File: src/rtl/rwin_pkg.sv
package rwin_pkg;
  typedef enum logic [1:0] {
    ST_IDLE  = 2'd0,
    ST_SPILL = 2'd1,
    ST_FILL  = 2'd2,
    ST_DRAIN = 2'd3
  } rwin_state_e;
endpackage

File: src/rtl/rwin_file.sv
module rwin_file #(
  parameter int DATA_W   = 32,
  parameter int WIN_REGS = 8,
  parameter int IDX_W    = $clog2(WIN_REGS)
) (
  input  logic              clk,
  input  logic              rst_n,
  input  logic              wr_en,
  input  logic [IDX_W-1:0]  wr_idx,
  input  logic [DATA_W-1:0] wr_data,
  input  logic              clr,
  input  logic              ld_en,
  input  logic [IDX_W-1:0]  ld_idx,
  input  logic [DATA_W-1:0] ld_data,
  input  logic [IDX_W-1:0]  rd_idx,
  output logic [DATA_W-1:0] rd_data,
  input  logic [IDX_W-1:0]  out_idx,
  output logic [DATA_W-1:0] out_data
);
  logic [DATA_W-1:0] win_q [WIN_REGS];

  for (genvar i = 0; i < WIN_REGS; i++) begin : g_ent
    logic              ent_en;
    logic [DATA_W-1:0] ent_d;
    logic              ld_hit;
    logic              wr_hit;

    always_comb begin
      ld_hit = ld_en && (ld_idx == IDX_W'(i));
      wr_hit = wr_en && (wr_idx == IDX_W'(i));
      ent_en = ld_hit || clr || wr_hit;
      if (ld_hit)      ent_d = ld_data;
      else if (clr)    ent_d = '0;
      else             ent_d = wr_data;
    end

    always_ff @(posedge clk or negedge rst_n) begin
      if (!rst_n)      win_q[i] <= '0;
      else if (ent_en) win_q[i] <= ent_d;
    end
  end

  assign rd_data  = win_q[rd_idx];
  assign out_data = win_q[out_idx];

  // the port write (gated by busy upstream) never meets a restore or clear
  a_r8_no_port_collide: assert property (@(posedge clk) disable iff (!rst_n)
    !(wr_en && (ld_en || clr)));
endmodule

File: src/rtl/rwin_seq.sv
module rwin_seq
  import rwin_pkg::*;
#(
  parameter int              WIN_REGS = 8,
  parameter int              IDX_W    = $clog2(WIN_REGS),
  parameter int              ADDR_W   = 10,
  parameter int              DEPTH_W  = 6,
  parameter logic [ADDR_W-1:0] SP_INIT = '0
) (
  input  logic              clk,
  input  logic              rst_n,
  input  logic              call_req,
  input  logic              ret_req,
  output logic              busy_o,
  output logic [ADDR_W-1:0] sp_o,
  output logic              uflow_o,
  output logic              mem_we_o,
  output logic              mem_re_o,
  output logic [ADDR_W-1:0] mem_addr_o,
  output logic [IDX_W-1:0]  cnt_o,
  output logic              clr_o,
  output logic              ld_en_o,
  output logic [IDX_W-1:0]  ld_idx_o
);
  localparam logic [ADDR_W-1:0] STEP    = ADDR_W'(WIN_REGS);
  localparam logic [IDX_W-1:0]  LAST    = IDX_W'(WIN_REGS - 1);

  rwin_state_e        state_q, state_d;
  logic [IDX_W-1:0]   cnt_q, cnt_d;
  logic [ADDR_W-1:0]  sp_q, sp_d;
  logic               sp_en;
  logic [DEPTH_W-1:0] depth_q, depth_d;
  logic               depth_en;
  logic               uflow_q, uflow_d;
  logic               ld_vld_q;
  logic [IDX_W-1:0]   ld_idx_q;

  logic idle, take_call, take_ret, ret_empty, last;

  always_comb begin
    idle      = (state_q == ST_IDLE);
    take_call = idle && call_req;
    take_ret  = idle && !call_req && ret_req && (depth_q != '0);
    ret_empty = idle && !call_req && ret_req && (depth_q == '0);
    last      = (cnt_q == LAST);

    state_d  = state_q;
    cnt_d    = '0;
    sp_d     = sp_q;
    sp_en    = 1'b0;
    depth_d  = depth_q;
    depth_en = 1'b0;
    uflow_d  = uflow_q;

    unique case (state_q)
      ST_IDLE: begin
        if (take_call) begin
          state_d  = ST_SPILL;
          sp_d     = sp_q - STEP;
          sp_en    = 1'b1;
          uflow_d  = 1'b0;
        end else if (take_ret) begin
          state_d  = ST_FILL;
        end else if (ret_empty) begin
          uflow_d  = 1'b1;
        end
      end
      ST_SPILL: begin
        cnt_d = cnt_q + 1'b1;
        if (last) begin
          state_d  = ST_IDLE;
          cnt_d    = '0;
          depth_d  = depth_q + 1'b1;
          depth_en = 1'b1;
        end
      end
      ST_FILL: begin
        cnt_d = cnt_q + 1'b1;
        if (last) begin
          state_d = ST_DRAIN;
          cnt_d   = '0;
        end
      end
      ST_DRAIN: begin
        state_d  = ST_IDLE;
        sp_d     = sp_q + STEP;
        sp_en    = 1'b1;
        depth_d  = depth_q - 1'b1;
        depth_en = 1'b1;
      end
      default: state_d = ST_IDLE;
    endcase
  end

  always_ff @(posedge clk or negedge rst_n) begin
    if (!rst_n) begin
      state_q  <= ST_IDLE;
      cnt_q    <= '0;
      sp_q     <= SP_INIT;
      depth_q  <= '0;
      uflow_q  <= 1'b0;
      ld_vld_q <= 1'b0;
      ld_idx_q <= '0;
    end else begin
      state_q  <= state_d;
      cnt_q    <= cnt_d;
      uflow_q  <= uflow_d;
      ld_vld_q <= (state_q == ST_FILL);
      ld_idx_q <= cnt_q;
      if (sp_en)    sp_q    <= sp_d;
      if (depth_en) depth_q <= depth_d;
    end
  end

  assign busy_o     = !idle;
  assign sp_o       = sp_q;
  assign uflow_o    = uflow_q;
  assign mem_we_o   = (state_q == ST_SPILL);
  assign mem_re_o   = (state_q == ST_FILL);
  assign mem_addr_o = sp_q + ADDR_W'(cnt_q);
  assign cnt_o      = cnt_q;
  assign clr_o      = (state_q == ST_SPILL) && last;
  assign ld_en_o    = ld_vld_q;
  assign ld_idx_o   = ld_idx_q;

  // memory strobes exclusive
  a_r10_mem_exclusive: assert property (@(posedge clk) disable iff (!rst_n)
    !(mem_we_o && mem_re_o));
  // every save write lands inside the eight words above sp
  a_r2_write_in_frame: assert property (@(posedge clk) disable iff (!rst_n)
    mem_we_o |-> ((mem_addr_o - sp_o) < STEP));
  // every restore read lands inside the eight words above sp
  a_r4_read_in_frame: assert property (@(posedge clk) disable iff (!rst_n)
    mem_re_o |-> ((mem_addr_o - sp_o) < STEP));
  // sp holds while busy except on the final restore edge
  a_r6_sp_hold: assert property (@(posedge clk) disable iff (!rst_n)
    (busy_o && state_q != ST_DRAIN) |=> (sp_o == $past(sp_o)));
  // busy drops right after the last save write
  a_r3_spill_end: assert property (@(posedge clk) disable iff (!rst_n)
    clr_o |=> !busy_o);
  // an empty return stays quiet and flags underflow
  a_r7_empty_return: assert property (@(posedge clk) disable iff (!rst_n)
    ret_empty |=> (uflow_o && !busy_o && !mem_re_o));
endmodule

File: src/rtl/rwin_ctrl.sv
module rwin_ctrl #(
  parameter int              DATA_W   = 32,
  parameter int              ADDR_W   = 10,
  parameter int              DEPTH_W  = 6,
  parameter logic [ADDR_W-1:0] SP_INIT = ADDR_W'(512)
) (
  input  logic              clk,
  input  logic              rst_n,
  input  logic              call_req,
  input  logic              ret_req,
  input  logic              reg_we,
  input  logic [2:0]        reg_idx,
  input  logic [DATA_W-1:0] reg_wdata,
  output logic [DATA_W-1:0] reg_rdata,
  output logic              mem_we,
  output logic              mem_re,
  output logic [ADDR_W-1:0] mem_addr,
  output logic [DATA_W-1:0] mem_wdata,
  input  logic [DATA_W-1:0] mem_rdata,
  output logic [ADDR_W-1:0] sp,
  output logic              busy,
  output logic              underflow
);
  localparam int WIN_REGS = 8;
  localparam int IDX_W    = $clog2(WIN_REGS);

  logic rst_s1_q, rst_s2_q;
  always_ff @(posedge clk or negedge rst_n) begin
    if (!rst_n) begin
      rst_s1_q <= 1'b0;
      rst_s2_q <= 1'b0;
    end else begin
      rst_s1_q <= 1'b1;
      rst_s2_q <= rst_s1_q;
    end
  end

  logic              clr, ld_en, port_we;
  logic [IDX_W-1:0]  cnt, ld_idx;
  logic [DATA_W-1:0] rd_data;

  rwin_seq #(
    .WIN_REGS (WIN_REGS),
    .IDX_W    (IDX_W),
    .ADDR_W   (ADDR_W),
    .DEPTH_W  (DEPTH_W),
    .SP_INIT  (SP_INIT)
  ) u_seq (
    .clk        (clk),
    .rst_n      (rst_s2_q),
    .call_req   (call_req),
    .ret_req    (ret_req),
    .busy_o     (busy),
    .sp_o       (sp),
    .uflow_o    (underflow),
    .mem_we_o   (mem_we),
    .mem_re_o   (mem_re),
    .mem_addr_o (mem_addr),
    .cnt_o      (cnt),
    .clr_o      (clr),
    .ld_en_o    (ld_en),
    .ld_idx_o   (ld_idx)
  );

  assign port_we = reg_we && !busy;

  rwin_file #(
    .DATA_W   (DATA_W),
    .WIN_REGS (WIN_REGS),
    .IDX_W    (IDX_W)
  ) u_file (
    .clk      (clk),
    .rst_n    (rst_s2_q),
    .wr_en    (port_we),
    .wr_idx   (reg_idx),
    .wr_data  (reg_wdata),
    .clr      (clr),
    .ld_en    (ld_en),
    .ld_idx   (ld_idx),
    .ld_data  (mem_rdata),
    .rd_idx   (reg_idx),
    .rd_data  (rd_data),
    .out_idx  (cnt),
    .out_data (mem_wdata)
  );

  assign reg_rdata = busy ? '0 : rd_data;

  // no partially restored value is visible on the read port
  a_r8_read_masked: assert property (@(posedge clk) disable iff (!rst_s2_q)
    busy |-> (reg_rdata == '0));
endmodule

File: config.mk
export PLATFORM = sky130hd
export DESIGN_NAME = rwin_ctrl
export DESIGN_NICKNAME = d
export VERILOG_FILES = /design/src/rtl/rwin_pkg.sv /design/src/rtl/rwin_file.sv /design/src/rtl/rwin_seq.sv /design/src/rtl/rwin_ctrl.sv
export SDC_FILE = /design/constraint.sdc
export NUM_CORES = 1
export LEC_CHECK = 0
export BUFFER_PORTS_ARGS = -buffer_cell sky130_fd_sc_hd__buf_2
export CAP_MARGIN = 30
export CORE_ASPECT_RATIO = 0.7
export CORE_MARGIN = 5
export CORE_UTILIZATION = 45
export CTS_CLUSTER_SIZE = 24
export DETAILED_ROUTE_END_ITERATION = 10
export SYNTH_ARGS = -nofsm -noshare
export SYNTH_HDL_FRONTEND = slang
export SYNTH_HIERARCHICAL = 1
export SYNTH_SLANG_ARGS = --single-unit
File: constraint.sdc
create_clock -name clk -period 11.4 [get_ports clk]
set_input_delay 1.14 -clock clk [delete_from_list [all_inputs] [get_ports clk]]
set_output_delay 1.14 -clock clk [all_outputs]
set_load 0.05 [all_outputs]
==> impl_results.html <==
<table>
<tr><th>Metric</th><th>Value</th></tr>
<tr><th colspan="2">Route</th></tr>
<tr><td>Routed length per instance</td><td>26.7 um</td></tr>
<tr><td>Via count of the routed design</td><td>13.8k</td></tr>
<tr><td>Antenna Violating Nets Remaining</td><td>0</td></tr>
<tr><td>First DRT Iteration DRCs</td><td>1294</td></tr>
<tr><td>Count of TritonRoute iterations in the first routing pass</td><td>5</td></tr>
<tr><td>Wire length after detailed routing</td><td>58800 um</td></tr>
<tr><td>Residual DRC count</td><td>0</td></tr>
<tr><td>Post-detailed-route via-to-cell ratio</td><td>6.30</td></tr>
<tr><th colspan="2">Clock tree</th></tr>
<tr><td>Number of H-tree levels</td><td>1</td></tr>
<tr><td>Number of buffers added by the clock tree synthesis step</td><td>31</td></tr>
<tr><td>Register clock-pin slew on the reported worst setup and hold paths</td><td>70 ps</td></tr>
<tr><td>TritonCTS Sinks</td><td>281</td></tr>
<tr><td>Clock tree from TritonCTS</td><td>yes</td></tr>
<tr><td>Root Buffer Master</td><td>sky130_fd_sc_hd__clkbuf_16</td></tr>
<tr><td>Longest Clk Path Bufs</td><td>3</td></tr>
<tr><td>Setup Buffers After CTS</td><td>0</td></tr>
<tr><td>Worst skew pair latency</td><td>590 ps</td></tr>
<tr><td>CTS Hold Bufs</td><td>0</td></tr>
<tr><td>Number of gates resized after cts</td><td>0</td></tr>
<tr><th colspan="2">Floorplan</th></tr>
<tr><td>Top-Level Pins</td><td>160</td></tr>
<tr><td>Total core area</td><td>39800 um^2</td></tr>
<tr><td>Die span in x</td><td>250 um</td></tr>
<tr><td>Initial core utilization</td><td>45.7%</td></tr>
<tr><td># rows</td><td>61</td></tr>
<tr><td>Die Outline Area</td><td>44700 um^2</td></tr>
<tr><td>Y dimension of the die</td><td>178 um</td></tr>
<tr><th colspan="2">Global route</th></tr>
<tr><td>Global-route wire length before repair</td><td>88500 um</td></tr>
<tr><td>Congestion Overflow GR</td><td>0</td></tr>
<tr><td>Overall routing resource usage</td><td>25.7%</td></tr>
<tr><td>Met2 usage in global routing</td><td>39.5%</td></tr>
<tr><td>Antenna violations before repair</td><td>6</td></tr>
<tr><td>Pin count of the biggest net entering global routing</td><td>156</td></tr>
<tr><td>Fraction of met3 tracks used by global routing</td><td>5.07%</td></tr>
<tr><td>Vias in the first global route</td><td>13.6k</td></tr>
<tr><td>Layer with the highest usage</td><td>met2</td></tr>
<tr><td>Met1 usage in global routing</td><td>37.9%</td></tr>
<tr><th colspan="2">Worst setup path</th></tr>
<tr><td>R2r worst-path depth</td><td>8</td></tr>
<tr><td>Crit path capture type</td><td>output port</td></tr>
<tr><td>Reg-to-reg slack, setup</td><td>8170 ps</td></tr>
<tr><td>Critical Path RT</td><td>10260 ps</td></tr>
<tr><td>CP Data Arrival Time</td><td>3580 ps</td></tr>
<tr><td>Element type at the critical path start</td><td>input pin</td></tr>
<tr><td>Highest fanout seen on the critical path</td><td>34</td></tr>
<tr><td>Type of the worst setup path</td><td>in -&gt; out</td></tr>
<tr><td>Worst reg2reg startpoint</td><td>u_seq/state_q[1]</td></tr>
<tr><td>Reg2Reg Capture Point</td><td>u_file/win_q[106]</td></tr>
<tr><th colspan="2">Timing</th></tr>
<tr><td>Count of final setup violators</td><td>0</td></tr>
<tr><td>RSZ-0062 raised after global routing</td><td>false</td></tr>
<tr><td>Final hold viol count</td><td>0</td></tr>
<tr><td>Worst-Margin Slew</td><td>1030 ps</td></tr>
<tr><td>Final Max Tran Viols</td><td>0</td></tr>
<tr><td>Min Clock Period, post-route</td><td>4720 ps</td></tr>
<tr><td>Sum of negative setup slack</td><td>0 ps</td></tr>
<tr><td>Upper clock frequency limit</td><td>0.212 GHz</td></tr>
<tr><td>Post-route clock period utilization</td><td>41.4%</td></tr>
<tr><td>Final worst clock skew</td><td>23.0 ps</td></tr>
<tr><td>Slew headroom</td><td>31.6%</td></tr>
<tr><th colspan="2">Yosys</th></tr>
<tr><td>Sequential element share of the synthesized area</td><td>38.6%</td></tr>
<tr><td>Most common cell in the synthesized netlist</td><td>sky130_fd_sc_hd__dfrtp_1</td></tr>
<tr><td>Netlist area before placement</td><td>18200 um^2</td></tr>
<tr><td>Synth warnings</td><td>6</td></tr>
<tr><td>Top-area cell type share of the netlist area</td><td>38.5%</td></tr>
<tr><td>Average cell area after synthesis</td><td>11.2 um^2</td></tr>
<tr><td>Ys flop type</td><td>sky130_fd_sc_hd__dfrtp_1</td></tr>
<tr><td>Leading area contributor after synthesis</td><td>sky130_fd_sc_hd__dfrtp_1</td></tr>
<tr><td>Number of distinct library cell variants in the gate-level netlist after synthesis</td><td>62</td></tr>
<tr><td>Synth Register Bits</td><td>281</td></tr>
<tr><td>Post-synthesis async set-or-reset flop share</td><td>100%</td></tr>
<tr><td>Top cells by area in the synthesized netlist</td><td>sky130_fd_sc_hd__dfrtp_1, sky130_fd_sc_hd__mux2i_1, sky130_fd_sc_hd__mux4_1</td></tr>
<tr><td>Most used standard cells in the synthesized netlist</td><td>sky130_fd_sc_hd__dfrtp_1, sky130_fd_sc_hd__nand2_1, sky130_fd_sc_hd__mux2i_1</td></tr>
<tr><td>EDFF count, synth</td><td>0</td></tr>
<tr><td>Synthesized instance count</td><td>1622</td></tr>
<tr><th colspan="2">Power and ir drop</th></tr>
<tr><td>Pleak</td><td>8.60 nW</td></tr>
<tr><td>Worst voltage drop across the vdd grid</td><td>0.177 mV</td></tr>
<tr><td>Power density over the cells</td><td>309 nW/um^2</td></tr>
<tr><th colspan="2">Placement</th></tr>
<tr><td>Placed Area</td><td>18800 um^2</td></tr>
<tr><td>Placed cell count</td><td>2141</td></tr>
<tr><td>DP Wirelength</td><td>33200 um</td></tr>
<tr><td>Count of input and output buffers</td><td>156</td></tr>
<tr><td>Global placement routability congestion</td><td>0.818</td></tr>
<tr><th colspan="2">Layout</th></tr>
<tr><td>Sequential cell area</td><td>7040 um^2</td></tr>
<tr><td>Area added between synthesis and finish</td><td>8.81%</td></tr>
<tr><td>Number of standard cells in the final layout excluding fillers</td><td>2200</td></tr>
<tr><td>Multi-input gate area</td><td>10000 um^2</td></tr>
<tr><td>Layout cell share with drive strength beyond 1</td><td>22.6%</td></tr>
<tr><td>Post-layout instance area</td><td>19800 um^2</td></tr>
<tr><td>Fillcell total</td><td>3593</td></tr>
<tr><td>Number of nets in the finished design</td><td>1727</td></tr>
<tr><td>Share of the core filled with cells in the final layout</td><td>49.8%</td></tr>
<tr><th colspan="2">Run</th></tr>
<tr><td>Max Cap Viol</td><td>0</td></tr>
<tr><th colspan="2">Worst hold path</th></tr>
<tr><td>Class of the tightest hold or removal check</td><td>in -&gt; async</td></tr>
<tr><th colspan="2">Outcome</th></tr>
<tr><td>Run status</td><td>complete, no violations</td></tr>
</table>
[worst max-delay path by stage]
stage	from	cells after the start	to	slack (ps)
finish	reg_idx[0]	7	reg_rdata[16]	6680
floorplan	rst_s2_q	0	u_file/win_q[0]	2990
CTS	reg_idx[0]	6	reg_rdata[29]	6510
global route	reg_idx[0]	7	reg_rdata[15]	6570
detailed placement	reg_idx[0]	6	reg_rdata[29]	6520
global placement	reg_idx[0]	6	reg_rdata[0]	6560
[sequential cells by signal, indices dropped and copies added, names as in the netlist, 2 cells and up]
signal,count
u_seq/depth_q,6
u_seq/cnt_o,3
u_seq/ld_idx_o,3
u_file/win_q,256
u_seq/state_q,2
u_seq/sp_o,7
[cells in the final DEF (no fill, tap or decap), types with 7 or more instances in the layout]
cell / instances
sky130_fd_sc_hd__dfrtp_1: 276
sky130_fd_sc_hd__nand2_1: 264
sky130_fd_sc_hd__mux2i_1: 258
sky130_fd_sc_hd__o21ai_1: 212
sky130_fd_sc_hd__buf_2: 154
sky130_fd_sc_hd__mux4_1: 80
sky130_fd_sc_hd__mux2_2: 65
sky130_fd_sc_hd__o21ai_0: 55
sky130_fd_sc_hd__mux4_2: 48
sky130_fd_sc_hd__nor2b_1: 35
sky130_fd_sc_hd__buf_4: 34
sky130_fd_sc_hd__clkbuf_16: 31
sky130_fd_sc_hd__ha_1: 14
sky130_fd_sc_hd__clkbuf_1: 11
sky130_fd_sc_hd__xnor2_1: 9
sky130_fd_sc_hd__a21oi_1: 8
sky130_fd_sc_hd__inv_1: 7
sky130_fd_sc_hd__nor2_1: 7
[critical path, stage by stage]
cell and delay, ps:
sky130_fd_sc_hd__buf_4 330, sky130_fd_sc_hd__buf_4 480, sky130_fd_sc_hd__buf_16 300, sky130_fd_sc_hd__mux4_1 590, sky130_fd_sc_hd__mux2_2 270, sky130_fd_sc_hd__nor2b_1 150
sky130_fd_sc_hd__buf_2 250
[final cells by class]
class,instances,area share (%)
multi-input combinational,1126,50.5
sequential,281,35.5
timing repair buffer,192,5.62
clock buffer,47,4.47
tap,535,3.38
clock inverter,6,0.246
inverter,9,0.170
antenna,4,0.0505
[where the power goes]
part | total [mW] | leakage (nW) | switching [mW] | internal (mW)
registers | 1.99 | 3.35 | 0.474 | 1.51
clock network | 0.957 | 0.461 | 0.423 | 0.534
logic | 3.18 | 4.79 | 1.88 | 1.30
[cell families after synthesis]
| family | count (synthesis) | share of synthesized area (%) |
|---|---|---|
| compound gates | 288 | 8.22 |
| flops | 281 | 38.6 |
| buf+inv | 217 | 6.68 |
| fa+ha+maj | 14 | 0.962 |
| xor+xnor | 14 | 0.673 |
| other cells | 2 | 0.0412 |
| simple gates | 353 | 8.98 |
| mux | 453 | 35.8 |
[layer usage]
| layer | up-vias | part of all wire, % |
|---|---|---|
| met5 | - | 0.080 |
| met4 | 6 | 2.2 |
| met3 | 94 | 9.0 |
| met2 | 687 | 45 |
| met1 | 7147 | 44 |
| li1 | 5915 | - |
[through the flow]
step           power (mW)  hold slack (ps)  setup slack, ps
2_1_floorplan        4.39              331             2990
3_3_place_gp         5.07              339             6560
3_5_place_dp         5.16              340             6520
4_1_cts              6.13              318             6510
5_1_grt              6.46              326             6570
6_report             6.13              338             6680
Power figures use the tool's default switching activity.
